===== config.mk =====
export PLATFORM = sky130hd
export DESIGN_NAME = refresh_sched
export DESIGN_NICKNAME = d
export VERILOG_FILES = /design/src/rtl/refresh_sched_pkg.sv /design/src/rtl/refresh_sched_dp.sv /design/src/rtl/refresh_sched_ctrl.sv /design/src/rtl/refresh_sched.sv
export SDC_FILE = /design/constraint.sdc
export NUM_CORES = 1
export LEC_CHECK = 0
export BUFFER_PORTS_ARGS = -buffer_cell sky130_fd_sc_hd__buf_2
export CORE_UTILIZATION = 45
export DETAILED_ROUTE_END_ITERATION = 16
export GPL_TIMING_DRIVEN = 0
export PLACE_DENSITY = 0.73
export SLEW_MARGIN = 20
export SYNTH_ARGS = -nofsm -noshare
export SYNTH_HDL_FRONTEND = slang
export SYNTH_SLANG_ARGS = --single-unit

===== constraint.sdc =====
create_clock -name clk -period 4.2 [get_ports clk]
set_input_delay 0.84 -clock clk [delete_from_list [all_inputs] [get_ports clk]]
set_output_delay 0.84 -clock clk [all_outputs]
set_load 0.01 [all_outputs]

===== src/rtl/refresh_sched_pkg.sv =====
package refresh_sched_pkg;

  // controller phases
  typedef enum logic [1:0] {
    ST_IDLE = 2'd0,
    ST_REQ  = 2'd1,
    ST_GAP  = 2'd2
  } refStateT;

  // strobes from control to datapath
  typedef struct packed {
    logic loadBurst;  // capture burst length at burst start
    logic decBurst;   // one refresh of the burst consumed
    logic loadGap;    // grant seen: start recovery wait
  } refStrobeT;

endpackage


===== src/rtl/refresh_sched_dp.sv =====
module refresh_sched_dp
  import refresh_sched_pkg::*;
#(
  parameter int PERIOD_W = 16,
  parameter int BURST_W  = 4,
  parameter int TRFC_W   = 8
) (
  input  logic                clk,
  input  logic                rst_n,
  input  logic                periodEnable,
  input  logic [PERIOD_W-1:0] periodVal,
  input  logic [BURST_W-1:0]  burstLenVal,
  input  logic [TRFC_W-1:0]   trfcVal,
  input  refStrobeT           strobe,
  output logic                periodExpire,
  output logic                gapDone,
  output logic                burstLast
);

  localparam logic [TRFC_W-1:0]  GAP_ONE  = TRFC_W'(1);
  localparam logic [BURST_W-1:0] BURST_Z  = '0;

  logic [PERIOD_W-1:0] periodCnt;
  logic [BURST_W-1:0]  burstLeft;
  logic [TRFC_W-1:0]   gapCnt;

  // interval counter: up-count, compare with >= so a shrunk interval still fires
  assign periodExpire = periodEnable && (periodCnt >= periodVal);

  always_ff @(posedge clk or negedge rst_n) begin
    if (!rst_n) begin
      periodCnt <= '0;
    end else if (!periodEnable || periodExpire) begin
      periodCnt <= '0;
    end else begin
      periodCnt <= periodCnt + 1'b1;
    end
  end

  // refreshes still owed in the current burst
  assign burstLast = (burstLeft == BURST_Z);

  always_ff @(posedge clk or negedge rst_n) begin
    if (!rst_n) begin
      burstLeft <= '0;
    end else if (strobe.loadBurst) begin
      burstLeft <= burstLenVal;
    end else if (strobe.decBurst) begin
      burstLeft <= burstLeft - 1'b1;
    end
  end

  // recovery wait after each granted refresh
  assign gapDone = (gapCnt <= GAP_ONE);

  always_ff @(posedge clk or negedge rst_n) begin
    if (!rst_n) begin
      gapCnt <= '0;
    end else if (strobe.loadGap) begin
      gapCnt <= trfcVal;
    end else if (gapCnt != '0) begin
      gapCnt <= gapCnt - 1'b1;
    end
  end

  // the burst count is never stepped below zero
  p_burst_no_underflow_r3: assert property (@(posedge clk) disable iff (!rst_n)
    strobe.decBurst |-> (burstLeft != BURST_Z));

  // while switched off the interval never ends
  p_no_expire_when_off_r7: assert property (@(posedge clk) disable iff (!rst_n)
    (!periodEnable && $past(!periodEnable)) |-> !periodExpire);

  // a new recovery wait only starts from a finished one
  p_gap_restart_r5: assert property (@(posedge clk) disable iff (!rst_n)
    strobe.loadGap |-> gapDone);

endmodule


===== src/rtl/refresh_sched_ctrl.sv =====
module refresh_sched_ctrl
  import refresh_sched_pkg::*;
(
  input  logic      clk,
  input  logic      rst_n,
  input  logic      enable,
  input  logic      periodExpire,
  input  logic      gapDone,
  input  logic      burstLast,
  input  logic      refreshGnt,
  output refStrobeT strobe,
  output logic      refreshReq,
  output logic      refreshBusy
);

  refStateT stateQ, stateD;
  logic     pendingQ;
  logic     startBurst;

  assign startBurst = (stateQ == ST_IDLE) && enable && (periodExpire || pendingQ);

  always_comb begin
    stateD = stateQ;
    strobe = '0;
    unique case (stateQ)
      ST_IDLE: begin
        if (startBurst) begin
          stateD           = ST_REQ;
          strobe.loadBurst = 1'b1;
        end
      end
      ST_REQ: begin
        if (refreshGnt) begin
          stateD         = ST_GAP;
          strobe.loadGap = 1'b1;
        end
      end
      ST_GAP: begin
        if (gapDone) begin
          if (burstLast) begin
            stateD = ST_IDLE;
          end else begin
            stateD          = ST_REQ;
            strobe.decBurst = 1'b1;
          end
        end
      end
      default: stateD = ST_IDLE;
    endcase
  end

  always_ff @(posedge clk or negedge rst_n) begin
    if (!rst_n) begin
      stateQ <= ST_IDLE;
    end else begin
      stateQ <= stateD;
    end
  end

  // one remembered interval; dropped when switched off
  always_ff @(posedge clk or negedge rst_n) begin
    if (!rst_n) begin
      pendingQ <= 1'b0;
    end else if (!enable) begin
      pendingQ <= 1'b0;
    end else if (stateQ == ST_IDLE) begin
      pendingQ <= pendingQ && periodExpire;
    end else begin
      pendingQ <= pendingQ || periodExpire;
    end
  end

  assign refreshReq  = (stateQ == ST_REQ);
  assign refreshBusy = (stateQ != ST_IDLE);

  // request held until granted
  p_req_hold_r4: assert property (@(posedge clk) disable iff (!rst_n)
    (refreshReq && !refreshGnt) |=> refreshReq);

  // request withdrawn right after its grant
  p_req_drop_r4: assert property (@(posedge clk) disable iff (!rst_n)
    (refreshReq && refreshGnt) |=> !refreshReq);

  // no request outside a busy window
  p_req_inside_busy_r6: assert property (@(posedge clk) disable iff (!rst_n)
    refreshReq |-> refreshBusy);

  // an interval is only remembered while a burst runs
  p_pending_when_busy_r8: assert property (@(posedge clk) disable iff (!rst_n)
    $rose(pendingQ) |-> ($past(stateQ) != ST_IDLE));

  // switched off while idle, no burst starts
  p_no_start_off_r9: assert property (@(posedge clk) disable iff (!rst_n)
    (!refreshBusy && !enable) |=> !refreshBusy);

endmodule


===== src/rtl/refresh_sched.sv =====
module refresh_sched
  import refresh_sched_pkg::*;
#(
  parameter int CFG_W      = 32,
  parameter int OFF_POS    = 31,
  parameter int BURST_LSB  = 24,
  parameter int BURST_W    = 4,
  parameter int PERIOD_LSB = 8,
  parameter int PERIOD_W   = 16,
  parameter int TRFC_LSB   = 0,
  parameter int TRFC_W     = 8
) (
  input  logic             clk,
  input  logic             rst_n,
  input  logic [CFG_W-1:0] cfgWord,
  output logic             refreshReq,
  input  logic             refreshGnt,
  output logic             refreshBusy
);

  localparam int BURST_MSB  = BURST_LSB + BURST_W - 1;
  localparam int PERIOD_MSB = PERIOD_LSB + PERIOD_W - 1;
  localparam int TRFC_MSB   = TRFC_LSB + TRFC_W - 1;

  logic                enable;
  logic [PERIOD_W-1:0] periodVal;
  logic [BURST_W-1:0]  burstLenVal;
  logic [TRFC_W-1:0]   trfcVal;
  logic                periodExpire;
  logic                gapDone;
  logic                burstLast;
  logic                unusedCfg;
  refStrobeT           strobe;

  assign enable      = !cfgWord[OFF_POS];
  assign periodVal   = cfgWord[PERIOD_MSB:PERIOD_LSB];
  assign burstLenVal = cfgWord[BURST_MSB:BURST_LSB];
  assign trfcVal     = cfgWord[TRFC_MSB:TRFC_LSB];
  assign unusedCfg   = ^cfgWord;

  refresh_sched_dp #(
    .PERIOD_W(PERIOD_W),
    .BURST_W (BURST_W),
    .TRFC_W  (TRFC_W)
  ) u_dp (
    .clk         (clk),
    .rst_n       (rst_n),
    .periodEnable(enable),
    .periodVal   (periodVal),
    .burstLenVal (burstLenVal),
    .trfcVal     (trfcVal),
    .strobe      (strobe),
    .periodExpire(periodExpire),
    .gapDone     (gapDone),
    .burstLast   (burstLast)
  );

  refresh_sched_ctrl u_ctrl (
    .clk         (clk),
    .rst_n       (rst_n),
    .enable      (enable),
    .periodExpire(periodExpire),
    .gapDone     (gapDone),
    .burstLast   (burstLast),
    .refreshGnt  (refreshGnt),
    .strobe      (strobe),
    .refreshReq  (refreshReq),
    .refreshBusy (refreshBusy)
  );

endmodule


==> metrics.md, run 1 <==
| Metric | Value |
|---|---|
| Status | completed |
| Syn_area_per_cell | 9.02 um^2 |
| Root buffer cell | clkbuf_8 |
| Core area | 4410 um^2 |
| Die area | 4930 um^2 |
| WP data required | 4380 ps |
| Area growth from synthesis to layout | 15.2% |
| Final hold vios | 0 |
| HP Class | reg -> reg |
| Setup CP Type | in -> reg |
| # H-tree levels | 2 |
| GRT Resource Usage Total | 18.1% |
| Sink Count | 31 |
| Final HPWL DP | 2940 um |
| CTS Buffer Depth | 2 |
| Yosys top cell by area | dfrtp_1 |
| Hold EP | u_dp.periodCnt[0] |
| RR Endpoint | u_dp.periodCnt[11] |
| MaxCap Viol Count | 0 |
| Post-Place Cells | 317 |
| Worst-margin pin slew | 694 ps |
| Gp weighted congestion | 0.824 |
| Via count | 1721 |
| Wire per inst | 12.1 um |
| Post-Route WL | 3910 um |
| Cell repeated most along the worst path | or4_1 |
| RSZ-0062 raised after global routing | false |
| #FFs+latches synth | 31 |
| Top post-synthesis cells by area | dfrtp_1 (37%), ha_1 (12%), nor2_1 (5.9%) |
| Fin util | 54.6% |
| Syn nets | 287 |
| Ys flop type | dfrtp_1 |
| Register area share after synthesis | 37.1% |
| Mapped Cells | 232 |
| Most frequent cell after synthesis | nor2_1 |
| Max-slew violations | 0 |
| Worst setup EP type | flip-flop |
| Number of iterations in the first detailed-routing pass | 5 |
| Final cycle utilization of the critical path | 63.1% |
| Clock skew | 7.11 ps |
| Async S/R FF share, synth | 100% |
| Antenna diodes | 0 |
| Post-cts sizing count | 0 |
| Crit path arrival time | 2830 ps |
| Peak Freq | 377 MHz |
| # setup viols final | 0 |
| Largest net degree at the start of global routing | 32 |
| Share of the synthesized area in the top cell type | 37.1% |
| Crit-path max FO | 10 |
| # rows | 24 |
| Hold buffers post-CTS | 0 |
| PD cells | 358 nW/um^2 |
| CTS tree | yes |
| Worst-path clk slew | 70 ps |
| Leak | 1.21 nW |
| Slowest cell delay on critical path | 580 ps |
| Tmin final | 2650 ps |
| CP cell instances | buf_2, inv_1, ha_1, nand4_1, or4_1, o32ai_4, or4_1, buf_4, buf_6, nor2_1 |
| Io pins | 37 |
| Delay-heaviest family, CP | simple AND/OR/NAND/NOR gates |
| Slowest CP cell | or4_1 |
| Number of port buffers | 33 |
| Post-synth EDFFs | 0 |
| Hold Path Cell Cnt | 1 |
| Vias in the first global route | 1612 |
| CTS buffer count | 5 |
| Vias per inst | 5.31 |
| Die X-Extent | 70.2 um |
| DRC errors left | 0 |
| Gr ovfl total | 0 |
| Relative slew slack | 53.8% |
| Critical hold path startpoint | u_dp.periodCnt[0] |
| Die height | 70.2 um |
| FF-to-FF Start | u_dp.periodCnt[13] |
| Starting Density | 47.4% |
| Setup TNS | 0 ps |
| CP Launch Type | input port |
| Initial antenna violation count | 0 |
| FF-to-FF path depth | 8 |
| Warnings from Yosys | 0 |
| WP buf/inv | 4 |
| Fraction of layout cells with a size suffix above 1 | 19.1% |
| Syn Std Cell Area | 2090 um^2 |
| DR iter-0 viols | 82 |
| Fillers | 405 |
| R2r setup slk | 1790 ps |
| First-pass GRT wire length | 7000 um |
| Antenna-violating nets left | 0 |
| Non-filler cells, final | 324 |
| Top cells by instance count after synthesis | nor2_1 (33), dfrtp_1 (31), inv_1 (26) |
| Net count, final | 327 |
| Peak supply drop | 0.310 mV |
| Number of distinct library cells after synthesis | 42 |
| Skew-Pair Late Insertion Delay | 290 ps |
| Post-CTS Repair Setup Buffers | 0 |
-- where the power goes --
part / internal, mW / leakage (nW) / total (mW) / switching [mW]
Clock: 0.128 / 0.0470 / 0.238 / 0.110
Combinational: 0.112 / 0.764 / 0.223 / 0.110
Sequential: 0.347 / 0.398 / 0.403 / 0.0559
Total: 0.588 / 1.21 / 0.864 / 0.276
-- routing by layer --
layer,vias up,track usage [%],part of all wire (%)
met5,-,0,0
met4,0,6.67,1.6
met3,7,5.19,4.6
met2,49,28.4,46
met1,776,23.7,48
li1,889,-,-
-- cells by family (layout without fill, tap and decap cells) --
| group | Yosys count | in the layout | synth area share, % |
|---|---|---|---|
| AOI/OAI and AO/OA | 40 | 40 | 14.7 |
| muxes | 1 | 1 | 0.538 |
| adders and majority gates | 20 | 20 | 12.0 |
| buffers and inverters | 31 | 71 | 6.10 |
| DFF | 31 | 31 | 37.1 |
| xor gates and xnor gates | 19 | 19 | 7.95 |
| and+or+nand+nor | 90 | 90 | 21.7 |
-- sequential cells by signal (all words and copies together) (netlist names) --
signal and cells:
u_ctrl.pendingQ 1, u_ctrl.stateQ 2, u_dp.burstLeft 4, u_dp.gapCnt 8
u_dp.periodCnt 16
-- through the flow --
stage	area (um^2)	power (mW)	setup WS (ps)	hold slack, ps
2_1_floorplan	2090	0.571	1550	442
3_3_place_gp	2320	0.622	1260	463
3_5_place_dp	2320	0.630	1250	472
4_1_cts	2410	0.872	1560	483
5_1_grt	2410	0.930	1400	502
6_report	2410	0.864	1550	484
-- layout make-up --
type / count / area, um^2 / area share [%]
well taps: 52 / 65.1 / 2.70
clock inverters: 1 / 5.00 / 0.208
multi-input cells: 170 / 1190 / 49.4
inverters: 26 / 97.6 / 4.05
repair buffers: 33 / 165 / 6.85
clock buffers: 6 / 82.6 / 3.43
flip-flops and latches: 31 / 776 / 32.2
plain buffers: 5 / 30.0 / 1.25
-- cells in the final DEF, fill, tap and decap left out, types with 5 or more instances in the layout --
master    count
nor2_1       33
o21ai_0       5
dfrtp_1      31
nor3_1        5
nand2_1      13
xor2_1        9
clkbuf_8      6
a21oi_1      13
xnor2_1      10
nand3_1      13
buf_2        33
ha_1         20
inv_1        26
nand4_1       6
-- worst max path at each step --
| stage | startpoint | to | slack, ps | cells after the start |
|---|---|---|---|---|
| global placement | cfgWord[21] | u_dp.periodCnt[14] | 1260 | 10 |
| CTS | cfgWord[21] | u_dp.periodCnt[13] | 1560 | 10 |
| detailed placement | cfgWord[21] | u_dp.periodCnt[13] | 1250 | 10 |
| global route | cfgWord[21] | u_dp.periodCnt[11] | 1400 | 10 |
| finish | cfgWord[21] | u_dp.periodCnt[11] | 1550 | 10 |
| floorplan | cfgWord[21] | u_dp.periodCnt[10] | 1550 | 9 |
Power figures use the tool's default switching activity.
==> inputs of run 2 (changes only) <==
--- a/config.mk
+++ b/config.mk
@@ -9,7 +9,7 @@
 export CORE_UTILIZATION = 45
 export DETAILED_ROUTE_END_ITERATION = 16
 export GPL_TIMING_DRIVEN = 0
-export PLACE_DENSITY = 0.73
+export PLACE_DENSITY = 0.76
 export SLEW_MARGIN = 20
 export SYNTH_ARGS = -nofsm -noshare
 export SYNTH_HDL_FRONTEND = slang
==> constraint.sdc (replaced) <==
create_clock -name clk -period 2.4 [get_ports clk]
set_input_delay 0.48 -clock clk [delete_from_list [all_inputs] [get_ports clk]]
set_output_delay 0.48 -clock clk [all_outputs]
set_load 0.01 [all_outputs]
==> metrics.md, run 2 (synthesized netlist as in run 1, its figures left out) <==
| Metric | Value |
|---|---|
| Status | completed |
| Relative slew slack | 55.0% (+1.2 points) |
| GRT Resource Usage Total | 17.8% (-0.33 points) |
| R2r setup slk | 100 ps (-1690 ps) |
| Sink Count | 31 (unchanged) |
| Initial antenna violation count | 0 (unchanged) |
| Antenna diodes | 0 (unchanged) |
| MaxCap Viol Count | 0 (unchanged) |
| Clock power frac | 26.5% (-1.0 points) |
| Setup WS pre-CTS | -178 ps (-1430 ps) |
| # rows | 24 (unchanged) |
| Number of iterations in the first detailed-routing pass | 4 (-1) |
| FF-to-FF path depth | 8 (unchanged) |
| Die height | 70.2 um (unchanged) |
| Clock skew | 4.48 ps (-2.63 ps) |
| Worst setup EP type | flip-flop |
| Switch share | 32.8% (+0.85 points) |
| Top reg by flops | u_dp.periodCnt |
| Net count, final | 331 (+1.2%) |
| Largest net degree at the start of global routing | 32 (unchanged) |
| Max-slew violations | 0 (unchanged) |
| Post-Route WL | 4100 um (+4.8%) |
| Crit. path cell count | 8 (-2) |
| First-pass GRT wire length | 6870 um (-1.9%) |
| HP Class | in -> async |
| Final cycle utilization of the critical path | 95.7% |
| Pint | 1.02 mW (+73%) |
| Setup CP Type | reg -> reg |
| PnR worst setup slack | 103 ps (-1450 ps) |
| Peak supply drop | 0.578 mV (+86%) |
| PD cells | 615 nW/um^2 (+72%) |
| Worst-margin pin slew | 675 ps (-18.4 ps) |
| Tmin final | 2300 ps |
| Die area | 4930 um^2 (unchanged) |
| CP cell instances | ha_1, nand3_1, or4_4, o32ai_4, or4_1, buf_4, buf_6, nor2_1 |
| FF-to-FF Start | u_dp.periodCnt[6] |
| CTS tree | yes |
| Slowest cell delay on critical path | 500 ps (-80 ps) |
| DRC errors left | 0 (unchanged) |
| CP Launch Type | flip-flop |
| Gp weighted congestion | 0.804 (-2.4%) |
| Hold buffers post-CTS | 0 (unchanged) |
| Gr ovfl total | 0 (unchanged) |
| Delay-heaviest family, CP | simple AND/OR/NAND/NOR gates |
| Antenna-violating nets left | 0 (unchanged) |
| Io pins | 37 (unchanged) |
| Largest registers | u_dp.periodCnt x16, u_dp.gapCnt x8, u_dp.burstLeft x4 |
| RSZ-0062 raised after global routing | false |
| Final HPWL DP | 3050 um (+3.9%) |
| Wire per inst | 12.4 um (+3.2%) |
| Critical Path Sink | u_dp.periodCnt[10] |
| # setup viols final | 0 (unchanged) |
| Max reg flops | 16 (unchanged) |
| Post-Place Cells | 317 (unchanged) |
| Vias in the first global route | 1620 (+0.50%) |
| Core area | 4410 um^2 (unchanged) |
| Final hold vios | 0 (unchanged) |
| RR Endpoint | u_dp.periodCnt[10] |
| Final Cell Area | 2460 um^2 (+1.9%) |
| Skew-Pair Late Insertion Delay | 290 ps (about the same) |
| Switching power total | 495 uW (+79%) |
| Via count | 1736 (+0.87%) |
| Most frequent cells in the layout | nor2_1 (33), buf_2 (33), dfrtp_1 (31) |
| CTS Buffer Depth | 2 (unchanged) |
| WP data required | 2580 ps (-1800 ps) |
| Die X-Extent | 70.2 um (unchanged) |
| Fraction of layout cells with a size suffix above 1 | 20.9% (+1.8 points) |
| Starting Density | 47.4% (unchanged) |
| WHS | 223 ps (-261 ps) |
| # H-tree levels | 2 (unchanged) |
| Crit-path max FO | 10 (unchanged) |
| Worst-path clk slew | 70 ps (about the same) |
| Slowest CP cell | or4_4 |
| Area growth from synthesis to layout | 17.4% |
| Leak | 1.23 nW (+1.4%) |
| Root buffer cell | clkbuf_8 |
| DR iter-0 viols | 66 (-20%) |
| Crit path arrival time | 2480 ps (-350 ps) |
| Vias per inst | 5.28 (-0.66%) |
| Post-DP Area | 2320 um^2 (unchanged) |
| Setup TNS | 0 ps (unchanged) |
| Number of port buffers | 33 (unchanged) |
| CTS buffer count | 5 (unchanged) |
| Flop pwr share | 46.8% (about the same) |
| Peak Freq | 435 MHz |
| WP buf/inv | 2 (-2) |
| Logic pwr share | 26.7% (+0.9 points) |
| Critical path startpoint | u_dp.periodCnt[6] |
| Non-filler cells, final | 329 (+1.5%) |
==> run 2: area by class of cell <==
class | instances | area [um^2]
clock buffers | 7 | 76.3
plain buffers | 5 | 30.0
flip-flops and latches | 31 | 776
multi-input cells | 170 | 1210
clock inverters | 1 | 5.00
fillers | 409 | 1960
well taps | 52 | 65.1
repair buffers | 37 | 199
inverters | 26 | 97.6
==> run 2: worst min-delay path by stage <==
| stage | startpoint | endpoint | depth (start not counted) |
|---|---|---|---|
| 4_1_cts | rst_n | u_dp.gapCnt[1] | 1 |
| 3_5_place_dp | u_dp.periodCnt[0] | u_dp.periodCnt[0] | 1 |
| 2_1_floorplan | rst_n | u_ctrl.pendingQ | 0 |
| 3_3_place_gp | u_dp.periodCnt[0] | u_dp.periodCnt[0] | 1 |
| 5_1_grt | rst_n | u_dp.gapCnt[1] | 1 |
| 6_report | rst_n | u_dp.gapCnt[1] | 1 |
==> run 2: power groups by stage <==
stage / Clock (mW) / Sequential (mW) / Combinational [mW]
final: 0.400 / 0.707 / 0.403
after global routing: 0.428 / 0.719 / 0.464
after CTS: 0.414 / 0.705 / 0.399
after detailed placement: 0 / 0.712 / 0.390
after global placement: 0 / 0.709 / 0.378
after floorplan: 0 / 0.691 / 0.307
==> run 2: through the flow <==
stage          total power, mW  utilization (%)
2_1_floorplan            0.999                -
3_3_place_gp              1.09             52.6
3_5_place_dp              1.10             52.6
4_1_cts                   1.52             54.8
5_1_grt                   1.61             55.7
6_report                  1.51             55.7
==> run 2: worst register-to-register path, stage by stage (launching register included) <==
cell and delay (ps):
dfrtp_1 460, ha_1 350, nand3_1 90, or4_4 500
o32ai_4 300, or4_1 160, buf_4 140, buf_6 140
nor2_1 50
==> run 2: repair_timing <==
action | CTS | global route
resized for setup | 0 | 4
setup buffers | 2 | 2
endpoints found under the setup margin | 5 | 15
pin swaps | 1 | 2
==> run 2: routing by layer <==
metal | share of wire (%) | vias up | track usage (%)
met5 | 0 | - | 0
met4 | 0.81 | 0 | 6.89
met3 | 4.1 | 4 | 4.18
met2 | 47 | 40 | 29.4
met1 | 48 | 797 | 22.4
li1 | - | 895 | -
==> inputs of run 3 (changes only) <==
--- a/config.mk
+++ b/config.mk
@@ -6,6 +6,7 @@
 export NUM_CORES = 1
 export LEC_CHECK = 0
 export BUFFER_PORTS_ARGS = -buffer_cell sky130_fd_sc_hd__buf_2
+export CORE_MARGIN = 2
 export CORE_UTILIZATION = 45
 export DETAILED_ROUTE_END_ITERATION = 16
 export GPL_TIMING_DRIVEN = 0
==> metrics.md, run 3 (synthesized netlist as in run 1, its figures left out) <==
| Metric | Value |
|---|---|
| Status | completed |
| Starting Density | 47.4% (unchanged) |
| Hold buffers post-CTS | 0 (unchanged) |
| Setup WS pre-CTS | -181 ps (-3.24 ps) |
| Largest registers | u_dp.periodCnt x16, u_dp.gapCnt x8, u_dp.burstLeft x4 |
| # rows | 24 (unchanged) |
| Sink Count | 31 (unchanged) |
| Max reg flops | 16 (unchanged) |
| # H-tree levels | 2 (unchanged) |
| Via count | 1727 (-0.52%) |
| Number of port buffers | 33 (unchanged) |
| Core area | 4410 um^2 (unchanged) |
| Most frequent cells in the layout | buf_2 (33), dfrtp_1 (30), inv_1 (26) |
| MaxCap Viol Count | 0 (unchanged) |
| Final HPWL DP | 2920 um (-4.2%) |
| Post-Route WL | 4040 um (-1.3%) |
| PD cells | 585 nW/um^2 (-4.9%) |
| Clock power frac | 25.9% (-0.6 points) |
| Flop pwr share | 47.2% (+0.4 points) |
| Largest net degree at the start of global routing | 32 (unchanged) |
| Worst-path clk slew | 60 ps (about the same) |
| CTS buffer count | 5 (unchanged) |
| Logic pwr share | 27.0% (+0.3 points) |
| Top reg by flops | u_dp.periodCnt |
| Worst setup EP type | flip-flop |
| Vias per inst | 5.20 (-1.4%) |
| Setup TNS | 0 ps (unchanged) |
| Net count, final | 334 (+0.91%) |
| Antenna diodes | 0 (unchanged) |
| Vias in the first global route | 1637 (+1.0%) |
| Gr ovfl total | 0 (unchanged) |
| Crit path arrival time | 2520 ps (+40 ps) |
| Crit-path max FO | 7 (-3) |
| CTS Buffer Depth | 2 (unchanged) |
| Peak Freq | 424 MHz (-2.6%) |
| Die height | 72.2 um (+2.8%) |
| HP Class | in -> async |
| Clock skew | 4.83 ps (+0.345 ps) |
| WHS | 239 ps (+16.1 ps) |
| Gp weighted congestion | 0.826 (+2.7%) |
| Switching power total | 481 uW (-2.8%) |
| Switch share | 32.1% (-0.69 points) |
| RSZ-0062 raised after global routing | true |
| GRT Resource Usage Total | 16.7% (-1.1 points) |
| Commonest non-fill, non-tap cell in the layout | buf_2 |
| # setup viols final | 0 (unchanged) |
| Skew-Pair Late Insertion Delay | 280 ps (about the same) |
| First-pass GRT wire length | 7020 um (+2.3%) |
| Worst-margin pin slew | 679 ps (+3.48 ps) |
| Leak | 1.25 nW (+2.2%) |
| Peak supply drop | 0.648 mV (+12%) |
| Die X-Extent | 72.2 um (+2.8%) |
| Initial antenna violation count | 0 (unchanged) |
| Tmin final | 2360 ps (+62.5 ps) |
| WP data required | 2560 ps (-20 ps) |
| Number of iterations in the first detailed-routing pass | 4 (unchanged) |
| CTS tree | yes |
| PnR worst setup slack | 40.1 ps (-62.5 ps) |
| Relative slew slack | 54.8% (-0.23 points) |
| Final hold vios | 0 (unchanged) |
| Setup CP Type | reg -> reg |
| Antenna-violating nets left | 0 (unchanged) |
| Max-slew violations | 0 (unchanged) |
| Pint | 1.02 mW (+0.31%) |
| Final cycle utilization of the critical path | 98.3% (+2.6 points) |
| DR iter-0 viols | 73 (+11%) |
| Post-DP Area | 2320 um^2 (unchanged) |
| CP Launch Type | flip-flop |
| Wire per inst | 12.2 um (-2.2%) |
| Io pins | 37 (unchanged) |
| Fraction of layout cells with a size suffix above 1 | 26.4% (+5.5 points) |
| DRC errors left | 0 (unchanged) |
| Final Cell Area | 2560 um^2 (+4.4%) |
| Area growth from synthesis to layout | 22.5% |
| Die area | 5210 um^2 (+5.8%) |
| Root buffer cell | clkbuf_8 |
[run 3: worst max-delay path: stages (launching register included)]
cell and delay (ps):
dfrtp_1 420, ha_4 300, nand4_1 100, or4_4 540, o32ai_4 380, or4_4 200
buf_6 120, clkbuf_16 140, nor2_2 40
[run 3: power groups by stage]
stage | Sequential (mW) | Clock (mW) | Combinational (mW)
global placement | 0.709 | 0 | 0.378
global route | 0.724 | 0.426 | 0.473
CTS | 0.704 | 0.399 | 0.392
floorplan | 0.691 | 0 | 0.307
finish | 0.707 | 0.388 | 0.405
detailed placement | 0.712 | 0 | 0.390
[run 3: what timing repair did]
action                                 CTS  global route
setup endpoints to repair                0            15
endpoints found under the hold margin    0             0
resized for setup                        0            19
setup buffers                            0             7
[run 3: cell type report]
| cell class | count | area, um^2 |
|---|---|---|
| fill | 408 | 1850 |
| multi-input combinational | 170 | 1260 |
| sequential | 31 | 777 |
| timing repair buffer | 41 | 246 |
| inverter | 26 | 97.6 |
| clock buffer | 7 | 76.3 |
| tap | 52 | 65.1 |
| buffer | 4 | 33.8 |
| clock inverter | 1 | 5.00 |
[run 3: metal layers]
metal / GRT usage (%) / routed length [um] / vias to the layer above
li1: - / - / 900
met1: 23.7 / 1970 / 787
met2: 26.6 / 1870 / 35
met3: 3.33 / 164 / 5
met4: 3.77 / 35 / 0
met5: 0 / 0 / -
[run 3: stage by stage]
stage	total power [mW]	utilization, %	std cells
detailed placement	1.10	52.6	317
floorplan	0.999	-	232
global placement	1.09	52.6	317
CTS	1.49	54.5	325
global route	1.62	58.1	332
finish	1.50	58.1	332
[run 3: path summary, 6_finish.rpt]
kind                               startpoint                 to  slack, ps  cells past startpoint
max                        u_dp.periodCnt[15]  u_dp.periodCnt[7]         40                      8
min                                     rst_n     u_dp.gapCnt[1]        240                      1
max reg2reg                u_dp.periodCnt[15]  u_dp.periodCnt[7]         40                      8
min reg2reg                 u_dp.periodCnt[0]  u_dp.periodCnt[0]        530                      2
max in group asynchronous               rst_n  u_dp.periodCnt[6]       1680                      1
min in group clk                  cfgWord[31]    u_ctrl.pendingQ        390                      2
